[src/rtl/rstboot_pkg.sv]
package rstboot_pkg;

    localparam int STRAP_W = 4;
    localparam int IF_W    = 3;

    typedef enum logic [1:0] {
        MODE_I2C_SLV = 2'd0,
        MODE_I2C_MST = 2'd1,
        MODE_SPI_MST = 2'd2,
        MODE_NONE    = 2'd3
    } boot_mode_e;

    typedef enum logic [1:0] {
        ST_HOLD,
        ST_START,
        ST_RUN,
        ST_FAULT
    } seq_state_e;

    typedef struct packed {
        logic              valid;
        boot_mode_e        mode;
        logic              master;
        logic [IF_W-1:0]   iface;
    } boot_cfg_t;

    localparam boot_cfg_t CFG_NONE = '{valid: 1'b0, mode: MODE_NONE,
                                       master: 1'b0, iface: '0};

endpackage

[src/rtl/rb_sync.sv]
module rb_sync #(
    parameter int W      = 1,
    parameter int STAGES = 2
) (
    input  logic         clk,
    input  logic         arst_n,
    input  logic [W-1:0] d,
    output logic [W-1:0] q
);
    logic [W-1:0] stage_q [STAGES];

    genvar s;
    generate
        for (s = 0; s < STAGES; s++) begin : g_stage
            always_ff @(posedge clk or negedge arst_n) begin
                if (!arst_n) begin
                    stage_q[s] <= '0;
                end else if (s == 0) begin
                    stage_q[s] <= d;
                end else begin
                    stage_q[s] <= stage_q[(s == 0) ? 0 : s-1];
                end
            end
        end
    endgenerate

    assign q = stage_q[STAGES-1];
endmodule

[src/rtl/rb_cause_merge.sv]
module rb_cause_merge #(
    parameter int N_CAUSE = 3
) (
    input  logic [N_CAUSE-1:0] cause,
    output logic               drive_low
);
    always_comb begin
        drive_low = 1'b0;
        for (int i = 0; i < N_CAUSE; i++) begin
            drive_low = drive_low | cause[i];
        end
    end
endmodule

[src/rtl/rb_boot_decode.sv]
module rb_boot_decode
    import rstboot_pkg::*;
(
    input  logic [STRAP_W-1:0] code,
    output boot_cfg_t          cfg
);
    always_comb begin
        cfg = CFG_NONE;
        unique case (code)
            4'b0000: cfg = '{valid: 1'b1, mode: MODE_I2C_SLV, master: 1'b0, iface: 3'b001};
            4'b0001: cfg = '{valid: 1'b1, mode: MODE_I2C_MST, master: 1'b1, iface: 3'b010};
            4'b0010: cfg = '{valid: 1'b1, mode: MODE_SPI_MST, master: 1'b1, iface: 3'b100};
            default: cfg = CFG_NONE;
        endcase
    end
endmodule

[src/rtl/rb_boot_fsm.sv]
module rb_boot_fsm
    import rstboot_pkg::*;
(
    input  logic               clk,
    input  logic               arst_n,
    input  logic               rel_sync,
    input  logic [STRAP_W-1:0] code_in,
    input  boot_cfg_t          cfg_in,
    output logic               sys_rst_n,
    output logic               pll_en,
    output logic               boot_start,
    output logic               boot_err,
    output logic [STRAP_W-1:0] code_out,
    output boot_cfg_t          cfg_out
);
    seq_state_e         state_q, state_d;
    logic [STRAP_W-1:0] code_q;
    boot_cfg_t          cfg_q;

    // State register and capture of the strap code
    always_ff @(posedge clk or negedge arst_n) begin
        if (!arst_n) begin
            state_q <= ST_HOLD;
            code_q  <= '0;
            cfg_q   <= CFG_NONE;
        end else begin
            state_q <= state_d;
            if (state_q == ST_HOLD && rel_sync) begin
                code_q <= code_in;
                cfg_q  <= cfg_in;
            end
        end
    end

    // Next-state logic
    always_comb begin
        state_d = state_q;
        unique case (state_q)
            ST_HOLD:  if (rel_sync) state_d = cfg_in.valid ? ST_START : ST_FAULT;
            ST_START: state_d = ST_RUN;
            ST_RUN:   state_d = ST_RUN;
            ST_FAULT: state_d = ST_FAULT;
        endcase
    end

    // Outputs
    always_comb begin
        sys_rst_n  = 1'b1;
        pll_en     = 1'b0;
        boot_start = 1'b0;
        boot_err   = 1'b0;
        code_out   = code_q;
        cfg_out    = CFG_NONE;
        unique case (state_q)
            ST_HOLD: begin
                sys_rst_n = 1'b0;
                code_out  = '0;
            end
            ST_START: begin
                pll_en     = 1'b1;
                boot_start = 1'b1;
                cfg_out    = cfg_q;
            end
            ST_RUN: begin
                pll_en  = 1'b1;
                cfg_out = cfg_q;
            end
            ST_FAULT: begin
                boot_err = 1'b1;
            end
        endcase
    end

    assert_start_single_R2: assert property (@(posedge clk) disable iff (!arst_n)
        boot_start |=> !boot_start);

    assert_release_outcome_R2: assert property (@(posedge clk) disable iff (!arst_n)
        $rose(sys_rst_n) |-> (boot_start != boot_err));

    assert_err_sticky_R6: assert property (@(posedge clk) disable iff (!arst_n)
        boot_err |=> boot_err);

    assert_err_blocks_start_R6: assert property (@(posedge clk) disable iff (!arst_n)
        boot_err |-> (!boot_start && !pll_en));

    assert_code_frozen_R7: assert property (@(posedge clk) disable iff (!arst_n)
        (state_q != ST_HOLD && $past(state_q) != ST_HOLD) |-> $stable(code_q));
endmodule

[src/rtl/rstboot_ctrl.sv]
module rstboot_ctrl
    import rstboot_pkg::*;
#(
    parameter int          SYNC_STAGES = 2,
    parameter int          DIV_W       = 8,
    parameter int          XTAL_HZ     = 24576000,
    parameter int          I2C_BPS     = 400000,
    parameter int          SPI_HZ      = 1536000,
    parameter logic [7:0]  SLAVE_ADDR  = 8'h88
) (
    input  logic             clk,
    input  logic             ext_rst_n,
    input  logic             por_active,
    input  logic             bod33_active,
    input  logic             bod18_active,
    input  logic [3:0]       strap_in,
    output logic             rst_out_oe,
    output logic             sys_rst_n,
    output logic             osc_en,
    output logic             pll_en,
    output logic             boot_start,
    output logic [1:0]       boot_mode,
    output logic [3:0]       boot_code,
    output logic [2:0]       iface_sel,
    output logic             boot_master,
    output logic [DIV_W-1:0] boot_clk_div,
    output logic [7:0]       boot_slave_addr,
    output logic             boot_err
);
    localparam int I2C_DIV = XTAL_HZ / I2C_BPS;
    localparam int SPI_DIV = XTAL_HZ / SPI_HZ;

    logic               rel_sync;
    logic [STRAP_W-1:0] strap_sync;
    boot_cfg_t          strap_cfg;
    boot_cfg_t          cfg_live;

    rb_cause_merge #(.N_CAUSE(3)) u_merge (
        .cause     ({bod18_active, bod33_active, por_active}),
        .drive_low (rst_out_oe)
    );

    rb_sync #(.W(1), .STAGES(SYNC_STAGES)) u_rst_sync (
        .clk    (clk),
        .arst_n (ext_rst_n),
        .d      (1'b1),
        .q      (rel_sync)
    );

    rb_sync #(.W(STRAP_W), .STAGES(SYNC_STAGES)) u_strap_sync (
        .clk    (clk),
        .arst_n (ext_rst_n),
        .d      (strap_in),
        .q      (strap_sync)
    );

    rb_boot_decode u_dec (
        .code (strap_sync),
        .cfg  (strap_cfg)
    );

    rb_boot_fsm u_fsm (
        .clk        (clk),
        .arst_n     (ext_rst_n),
        .rel_sync   (rel_sync),
        .code_in    (strap_sync),
        .cfg_in     (strap_cfg),
        .sys_rst_n  (sys_rst_n),
        .pll_en     (pll_en),
        .boot_start (boot_start),
        .boot_err   (boot_err),
        .code_out   (boot_code),
        .cfg_out    (cfg_live)
    );

    assign osc_en      = 1'b1;
    assign boot_mode   = cfg_live.mode;
    assign iface_sel   = cfg_live.iface;
    assign boot_master = cfg_live.master;

    always_comb begin
        boot_clk_div    = '0;
        boot_slave_addr = '0;
        unique case (cfg_live.mode)
            MODE_I2C_SLV: boot_slave_addr = SLAVE_ADDR;
            MODE_I2C_MST: boot_clk_div    = DIV_W'(I2C_DIV);
            MODE_SPI_MST: boot_clk_div    = DIV_W'(SPI_DIV);
            MODE_NONE:    boot_clk_div    = '0;
        endcase
    end

    assert_iface_onehot_R3: assert property (@(posedge clk) disable iff (!ext_rst_n)
        $onehot0(iface_sel));

    assert_master_has_clock_R4: assert property (@(posedge clk) disable iff (!ext_rst_n)
        boot_master |-> (boot_clk_div != '0 && pll_en));
endmodule

[config.mk]
export PLATFORM = sky130hd
export DESIGN_NAME = rstboot_ctrl
export DESIGN_NICKNAME = d
export VERILOG_FILES = /design/src/rtl/rstboot_pkg.sv /design/src/rtl/rb_sync.sv /design/src/rtl/rb_cause_merge.sv /design/src/rtl/rb_boot_decode.sv /design/src/rtl/rb_boot_fsm.sv /design/src/rtl/rstboot_ctrl.sv
export SDC_FILE = /design/constraint.sdc
export NUM_CORES = 1
export LEC_CHECK = 0
export CAP_MARGIN = 5
export CELL_PAD_IN_SITES_DETAIL_PLACEMENT = 1
export CELL_PAD_IN_SITES_GLOBAL_PLACEMENT = 1
export CORE_ASPECT_RATIO = 2
export CORE_MARGIN = 4
export CORE_UTILIZATION = 35
export DETAILED_ROUTE_END_ITERATION = 10
export GPL_TIMING_DRIVEN = 0
export PLACE_DENSITY = 0.95
export SLEW_MARGIN = 20
export SYNTH_ARGS = -nofsm -noshare
export SYNTH_HDL_FRONTEND = slang
export SYNTH_SLANG_ARGS = --single-unit
[constraint.sdc]
create_clock -name clk -period 2.7 [get_ports clk]
set_input_delay 0.54 -clock clk [delete_from_list [all_inputs] [get_ports clk]]
set_output_delay 0.54 -clock clk [all_outputs]
set_load 0.02 [all_outputs]
# Yosys cells after proc, flatten, opt, wreduce, memory -nomap -nowiden
# Index checks and enable logic that the tools add are counted.
[totals]
regBits = 22
input_bits = 9
word_cells = 36
[op_classes]
n_eq_ne = 8
muxes = 12
n_bitwise = 2
reduce_logical = 5
[ops]
columns = ["op", "count"]
rows = [
  ["one-hot mux 7 bit (3 select lines)", 1],
  ["one-hot mux 6 bit (2 select lines)", 1],
  ["two-way mux 8 bit", 1],
  ["equality test 2 bit, second input constant", 3],
  ["two-way mux 6 bit", 1],
  ["one-hot mux 2 bit (3 select lines)", 1],
  ["equality test 2 x 1 -> 1 bit, second input constant", 2],
  ["equality test 4 x 1 -> 1 bit, second input constant", 1],
  ["equality test 4 x 2 -> 1 bit, second input constant", 1],
  ["logical NOT 2 bit", 2],
  ["logical NOT 4 bit", 1],
  ["two-way mux 1 bit", 4],
  ["two-way mux 2 bit", 2],
  ["two-way mux 4 bit", 1],
  ["inequality test 2 bit, second input constant", 1],
  ["bitwise OR 1 bit", 2],
  ["OR reduction 2 bit", 1],
  ["logical AND 1 bit", 1],
]

# Longest topological paths before layout
# Gate-level depths: netlist of the first run.
[depth]
word_depth = 5
mapped_depth = 6

# Cells and area by module
# Synthesis of the first run repeated with hierarchy kept, for this count alone.
[unflattened]
hier_cells = 93
hier_area_um2 = 1167.4
[by_module_without_submodules]
columns = ["mod", "instances", "cells_each", "area_each_um2"]
rows = [
  ["rb_boot_fsm", 1, 48, 670.6],
  ["rb_sync (u_strap_sync)", 1, 12, 230.2],
  ["rstboot_ctrl", 1, 20, 145.1],
  ["rb_boot_decode", 1, 10, 65.1],
  ["rb_sync (u_rst_sync)", 1, 2, 50.0],
  ["rb_cause_merge", 1, 1, 6.3],
]

# Worst setup path before layout of the first run
# Ideal clock, no wire load.
[synth_timing]
path_kind = "register -> output"
startpoint = "reg u_fsm.state_q[0]"
endpoint = "out boot_clk_div[2]"
arrival_ps = 1727
t_required_ps = 2160
slack_ps = 433
path_stages_with_launch = 7
path_cell_list = "dfrtp_1 > inv_1 > ha_1 > nor2b_1 > inv_1 > ha_1 > buf_4"
[synth_between]
elab_chain_cells = 5
[synth_rtl]
columns = ["element", "line_no", "text"]
rows = [
  ["from (decl)", "rb_boot_fsm.sv:16", "seq_state_e state_q, state_d;"],
  ["from (signal assigned)", "rb_boot_fsm.sv:27", "state_q <= state_d;"],
  ["equality test 2 x 1 -> 1 bit / equality test 2 bit (equally long branches)", "rb_boot_fsm.sv:54", "unique case (state_q)"],
  ["OR reduction 2 bit (no line) (*)", "-", ""],
  ["two-way mux 6 bit (*)", "rb_boot_fsm.sv:54", ""],
  ["named net boot_mode[0]", "rstboot_ctrl.sv:22", "output logic [1:0] boot_mode,"],
  ["equality test 2 bit / equality test 2 x 1 -> 1 bit (equally long branches)", "rstboot_ctrl.sv:84", "unique case (cfg_live.mode)"],
  ["one-hot mux 6 bit (2 select lines) (*)", "rstboot_ctrl.sv:84", ""],
  ["to (decl)", "rstboot_ctrl.sv:26", "output logic [DIV_W-1:0] boot_clk_div,"],
]
# Mark *: on every way through the listed nets, which the timed path passes. The rest lies on a longest branch.

# Final worst setup path of the first run
[layout_timing]
startpoint = "reg u_fsm.state_q[0]"
endpoint = "out boot_clk_div[5]"
[layout_between]
elab_chain_cells = 5
[layout_rtl]
columns = ["element", "line_no"]
rows = [
  ["equality test 2 x 1 -> 1 bit / equality test 2 bit (equally long branches)", "rb_boot_fsm.sv:54"],
  ["OR reduction 2 bit (no line) (*)", "-"],
  ["two-way mux 6 bit (*)", "rb_boot_fsm.sv:54"],
  ["equality test 2 bit / equality test 2 x 1 -> 1 bit (equally long branches)", "rstboot_ctrl.sv:84"],
  ["one-hot mux 6 bit (2 select lines) (*)", "rstboot_ctrl.sv:84"],
]
# Every way passes the cells marked *; elsewhere a longest branch is shown, timed or not.

==> impl_metrics.env, run 1 <==
export IMPL_status="completed"
export IMPL_cp_common_cell="inv_1"
export IMPL_crit_chain="inv_1 -> ha_4 -> nor2b_2 -> inv_1 -> ha_1 -> buf_4 -> dlygate4sd2_1"
export IMPL_worstMarginPinSlew_ns=0.945
export IMPL_start_kind="flip-flop"
export IMPL_worst_ep_arrival_time_ns=2.00
export IMPL_hpwl_um=2020
export IMPL_antenna_cells=0
export IMPL_grt_max_degree=23
export IMPL_dieArea_mm2=0.00395
export IMPL_period_needed_ns=2.54
export IMPL_path_clk_slew_ns=0.08
export IMPL_yosysSeqAreaShare_pct=53.3
export IMPL_grt_ovfl_total=0
export IMPL_ys_types=26
export IMPL_antenna_found_initial=0
export IMPL_multi_input_area_um2=402
export IMPL_critPathRequiredTime_ns=2.16
export IMPL_htreeDepth=1
export IMPL_nNetsFinal=145
export IMPL_num_rows=27
export IMPL_leakagePower_uw=0.000728
export IMPL_start_util_pct=37.0
export IMPL_drive_gt1_share_pct=25.6
export IMPL_finalSetupViolations=0
export IMPL_grt_usage_pct=14.6
export IMPL_cap_violations=0
export IMPL_coreArea_mm2=0.00280
export IMPL_grt_pass1_vias=862
export IMPL_reg2reg_from="u_fsm.state_q[0]"
export IMPL_hold_depth=0
export IMPL_worstReg2RegEnd="u_fsm.cfg_q[3]"
export IMPL_vias=746
export IMPL_fmax_mhz=393
export IMPL_cp_max_fo=8
export IMPL_r2r_cells=5
export IMPL_clk_latency_ns=0.26
export IMPL_routedWlPerCell_um=15.6
export IMPL_n_fill_cell=307
export IMPL_clock_root_buffer="clkbuf_8"
export IMPL_numCtsBuffers=3
export IMPL_die_x_um=46.5
export IMPL_holdCritStartpoint="u_strap_sync.stage_q[6]"
export IMPL_max_stage_delay_ns=0.38
export IMPL_drtPass1Iterations=4
export IMPL_r2r_slack_ns=1.14
export IMPL_viasPerCell=4.72
export IMPL_crit_path_end_kind="output port"
export IMPL_synthesis_area_mm2=0.00104
export IMPL_hold_viol=0
export IMPL_worst_path_max_delay_cell="dfrtp_1"
export IMPL_clock_skew_ns=0.00384
export IMPL_gp_congestion=0.743
export IMPL_p_per_area_mw_per_mm2=554
export IMPL_hp_class="reg -> reg"
export IMPL_ios=41
export IMPL_path_class="reg -> out"
export IMPL_fin_crit_sh_pct=94.1
export IMPL_cts_tree="yes"
export IMPL_clockBufferDepth=2
export IMPL_p_total_uw=815
export IMPL_setup_tns_ns=0
export IMPL_synth_seq_cells=22
export IMPL_wl_um=2460
export IMPL_avgSynthCellArea_um2=12.1
export IMPL_syn_to_final_growth_pct=41.9
export IMPL_synthCells=86
export IMPL_cts_sinks=22
export IMPL_grt_pass1_wl_um=4020
export IMPL_whs_endpoint="u_strap_sync.q[2]"
export IMPL_seq_area_um2=553
export IMPL_ir_drop_mv=0.379
export IMPL_portBuffers=30
export IMPL_slew_violations=0
export IMPL_rsz0062_at_grt="false"
export IMPL_drc=0
export IMPL_ys_warn_count=0
export IMPL_worst_slew_margin_rel_pct=36.8
export IMPL_drt_iter0_drc=2
export IMPL_drtAntennaViolNets=0
export IMPL_die_h_um=85.0
-- routing by layer --
| metal | GRT usage [%] | share of wire, % |
|---|---|---|
| met5 | 0 | 0 |
| met2 | 27.1 | 63 |
| met3 | 2.55 | 4.5 |
| met1 | 12.5 | 29 |
| met4 | 10.1 | 3.7 |
-- worst max-delay path: cells and delay by family, from the launching register on --
family        cells  cell delay, ns
buf+inv           4            0.64
simple gates      1            0.18
fa+ha+maj         2            0.55
flops             1            0.38
-- metrics by stage --
step	std cells	utilization [%]	setup slack [ns]	hold WS [ns]	area, um2
2_1_floorplan	95	-	0.433	0.244	1070
6_report	158	52.5	0.159	0.349	1470
4_1_cts	158	52.0	0.00787	0.355	1460
5_1_grt	158	52.5	0.0267	0.367	1470
3_5_place_dp	154	50.2	0.0239	0.337	1410
3_3_place_gp	154	50.2	0.150	0.333	1410
-- sequential cells by signal, summed over array words and instances, names as in the netlist --
register              flops
u_fsm.cfg_q               6
u_fsm.state_q             2
u_strap_sync.stage_q      4
u_rst_sync.q              1
u_fsm.code_q              4
u_strap_sync.q            4
u_rst_sync.stage_q        1
-- worst max-delay path by stage --
stage | depth (start not counted) | end | slack, ns | start
after floorplan | 6 | boot_clk_div[2] | 0.43 | u_fsm.state_q[0]
after global placement | 6 | boot_clk_div[5] | 0.15 | u_fsm.state_q[0]
after detailed placement | 6 | boot_clk_div[5] | 0.02 | u_fsm.state_q[0]
after CTS | 7 | boot_clk_div[5] | 0.008 | u_fsm.state_q[0]
after global routing | 7 | boot_clk_div[5] | 0.03 | u_fsm.state_q[1]
final | 7 | boot_clk_div[5] | 0.16 | u_fsm.state_q[0]
-- timing repair --
| action | CTS | global route |
|---|---|---|
| hold buffers | 0 | 0 |
| resized for setup | 9 | 2 |
| setup buffers | 0 | 0 |
| setup endpoints to repair | 7 | 3 |
-- final cells by class --
class	instances	share of cell area, %
clock buffers	4	3.74
well taps	29	2.47
repair buffers	30	19.8
inverters	5	1.28
multi-input cells	52	27.3
flip-flops and latches	22	37.6
plain buffers	16	7.82
-- synth_stat cells --
library cell / count / area [um2]
xor2_1: 1 / 8.76
dfstp_2: 2 / 52.6
nor2b_1: 6 / 37.5
nand3b_1: 1 / 7.51
or3_1: 2 / 12.5
nand3_1: 2 / 10.0
conb_1: 2 / 7.51
mux2_2: 4 / 45.0
a21boi_0: 1 / 7.51
a41oi_1: 1 / 8.76
a21bo_2: 2 / 20.0
mux2i_1: 1 / 10.0
o2bb2ai_1: 3 / 26.3
and2_1: 4 / 25.0
inv_1: 5 / 18.8
nor3b_1: 1 / 7.51
nor2_1: 1 / 3.75
buf_2: 2 / 10.0
buf_4: 14 / 105
nand2_1: 1 / 3.75
a41o_1: 1 / 10.0
nand2b_1: 1 / 6.26
ha_1: 6 / 75.1
nand2_2: 1 / 6.26
or3_4: 1 / 11.3
dfrtp_1: 20 / 500
-- cells in the final DEF, fill, tap and decap left out, types with 2 or more instances in the layout --
| cell | synthesis | final |
|---|---|---|
| conb_1 | 2 | 11 |
| clkbuf_8 | 0 | 4 |
| nor2b_2 | 0 | 2 |
| o2bb2ai_1 | 3 | 3 |
| inv_1 | 5 | 5 |
| buf_4 | 14 | 14 |
| a21bo_2 | 2 | 2 |
| nand3_1 | 2 | 2 |
| dlygate4sd2_1 | 0 | 7 |
| or3_1 | 2 | 2 |
| ha_1 | 6 | 5 |
| and2_1 | 4 | 4 |
| dfrtp_1 | 20 | 20 |
| buf_2 | 2 | 2 |
| clkdlybuf4s50_1 | 0 | 23 |
| dfstp_2 | 2 | 2 |
| nor2b_1 | 6 | 4 |
| mux2_2 | 4 | 4 |
-- logic make-up after synthesis --
kind of cell | Yosys count | synth area share (%)
flops | 22 | 53.3
simple gates | 21 | 12.7
buf+inv | 21 | 12.9
compound gates | 8 | 7.00
fa+ha+maj | 6 | 7.24
mux | 5 | 5.31
other cells | 2 | 0.724
xor+xnor | 1 | 0.845
-- where the power goes --
group / internal [uW] / switching [uW]
clock network: 130 / 102
registers: 352 / 13.7
logic: 104 / 113
total: 586 / 228
No activity file was read; power rests on OpenSTA's default activity.
==> run 2: changes to the inputs <==
TNS_END_PERCENT = 30   (was default)
==> impl_metrics.env, run 2 (same netlist as run 1, synthesis figures left out) <==
export IMPL_crit_chain="inv_1 -> ha_4 -> nor2b_2 -> inv_1 -> ha_1 -> buf_4 -> dlygate4sd2_1"
export IMPL_viasPerCell=4.70
export IMPL_path_clk_slew_ns=0.07
export IMPL_route_met2_wl_um=1550
export IMPL_final_cell_mix="23 x clkdlybuf4s50_1, 20 x dfrtp_1, 16 x buf_4"
export IMPL_numPlacedInstances=154
export IMPL_drc=0
export IMPL_worst_ep_arrival_time_ns=2.00
export IMPL_fin_crit_sh_pct=94.0
export IMPL_routed_top_layer="met4"
export IMPL_period_needed_ns=2.54
export IMPL_p_per_area_mw_per_mm2=554
export IMPL_syn_to_final_growth_pct=41.6
export IMPL_cp_max_fo=8
export IMPL_cap_violations=0
export IMPL_antenna_cells=0
export IMPL_gp_congestion=0.743
export IMPL_start_util_pct=37.0
export IMPL_num_rows=27
export IMPL_critical_path_top_delay_family="buffers and inverters"
export IMPL_clock_skew_ns=0.00385
export IMPL_max_stage_delay_ns=0.38
export IMPL_die_x_um=46.5
export IMPL_largest_reg_flops=6
export IMPL_fmax_mhz=394
export IMPL_vias=743
export IMPL_hpwl_um=2020
export IMPL_cp_common_cell="inv_1"
export IMPL_clk_latency_ns=0.26
export IMPL_slew_violations=0
export IMPL_setup_tns_ns=0
export IMPL_worst_slew_margin_rel_pct=36.5
export IMPL_grt_max_degree=23
export IMPL_hp_class="reg -> reg"
export IMPL_leakagePower_uw=0.000723
export IMPL_numCtsBuffers=3
export IMPL_stdcell_count=158
export IMPL_path_class="reg -> out"
export IMPL_layout_commonest_cell="clkdlybuf4s50_1"
export IMPL_die_h_um=85.0
export IMPL_ios=41
export IMPL_grt_pass1_vias=859
export IMPL_finalSetupViolations=0
export IMPL_ir_drop_mv=0.377
export IMPL_grt_ovfl_total=0
export IMPL_top_register="u_fsm.cfg_q"
export IMPL_portBuffers=30
export IMPL_cts_tree="yes"
export IMPL_htreeDepth=1
export IMPL_grt_pass1_wl_um=4010
export IMPL_clockBufferDepth=2
export IMPL_drive_gt1_share_pct=27.1
export IMPL_routedWlPerCell_um=15.7
export IMPL_antenna_found_initial=0
export IMPL_worstMarginPinSlew_ns=0.949
export IMPL_drt_iter0_drc=3
export IMPL_worst_path_buf_inv=4
export IMPL_dieArea_mm2=0.00395
export IMPL_start_kind="flip-flop"
export IMPL_status="completed"
export IMPL_drt_met1_wl_um=737
export IMPL_coreArea_mm2=0.00280
export IMPL_cts_sinks=22
export IMPL_drtPass1Iterations=4
export IMPL_worst_path_max_delay_cell="dfrtp_1"
export IMPL_hold_viol=0
export IMPL_critPathRequiredTime_ns=2.16
export IMPL_wl_met3_um=109
export IMPL_rsz0062_at_grt="false"
export IMPL_nNetsFinal=145
export IMPL_wl_um=2480
export IMPL_whs_ns=0.349
export IMPL_drtAntennaViolNets=0
export IMPL_clock_root_buffer="clkbuf_8"
export IMPL_crit_path_end_kind="output port"
export IMPL_grt_usage_pct=14.6
[run 2: cell types whose count changed in the layout (fill, tap and decap cells not counted)]
cell and delta:
dlygate4sd2_1 -2, buf_4 +2
[run 2: power by group]
part           switching, uW  internal (uW)  total [uW]
Combinational            113            105         218
Sequential              13.8            352         366
Clock                   99.4            130         229
Total                    226            587         813
[run 2: path summary, 6_finish.rpt]
kind	slack, ns	from	to	cells past startpoint
max in group asynchronous	1.31	ext_rst_n	u_fsm.state_q[1]	1
hold reg to reg	0.35	u_strap_sync.stage_q[6]	u_strap_sync.q[2]	0
min in group asynchronous	0.80	ext_rst_n	u_fsm.code_q[1]	1
setup reg to reg	1.13	u_fsm.state_q[0]	u_fsm.cfg_q[3]	5
hold / removal	0.35	u_strap_sync.stage_q[6]	u_strap_sync.q[2]	0
setup / recovery	0.16	u_fsm.state_q[0]	boot_clk_div[5]	7
[run 2: timing repair]
item,CTS,global route
setup buffers,0,0
hold buffers,0,0
resized for setup,9,2
setup endpoints to repair,7,2
[run 2: worst reg2reg max path, cell delays in order (launching register included)]
cell and delay [ns]:
dfrtp_1 0.40, inv_1 0.15, ha_1 0.25, buf_2 0.26, a21boi_0 0.16, a41o_1 0.24
[run 2: per-stage QoR]
| step | setup WS (ns) | utilization (%) | area [um2] | total power (uW) |
|---|---|---|---|---|
| 2_1_floorplan | 0.433 | - | 1070 | 497 |
| 3_3_place_gp | 0.150 | 50.2 | 1410 | 584 |
| 3_5_place_dp | 0.0239 | 50.2 | 1410 | 596 |
| 4_1_cts | 0.00787 | 51.9 | 1460 | 819 |
| 5_1_grt | 0.0267 | 52.4 | 1470 | 858 |
| 6_report | 0.161 | 52.4 | 1470 | 813 |
[run 2: final cells by class]
class,instances,area [um2]
plain buffers,16,115
clock buffers,4,55.1
fillers,308,1340
inverters,5,18.8
multi-input cells,52,402
flip-flops and latches,22,553
well taps,29,36.3
repair buffers,30,289
[run 2: per-layer routing]
layer / vias to the layer above / track usage, %
li1: 339 / -
met1: 372 / 12.5
met2: 26 / 27.0
met3: 6 / 2.55
met4: 0 / 10.1
met5: - / 0
==> run 3: changes to the inputs <==
HOLD_SLACK_MARGIN = 0.12   (was default)
==> results of run 3 <==
Final layout, timing and power as in run 2 (identical DEF).
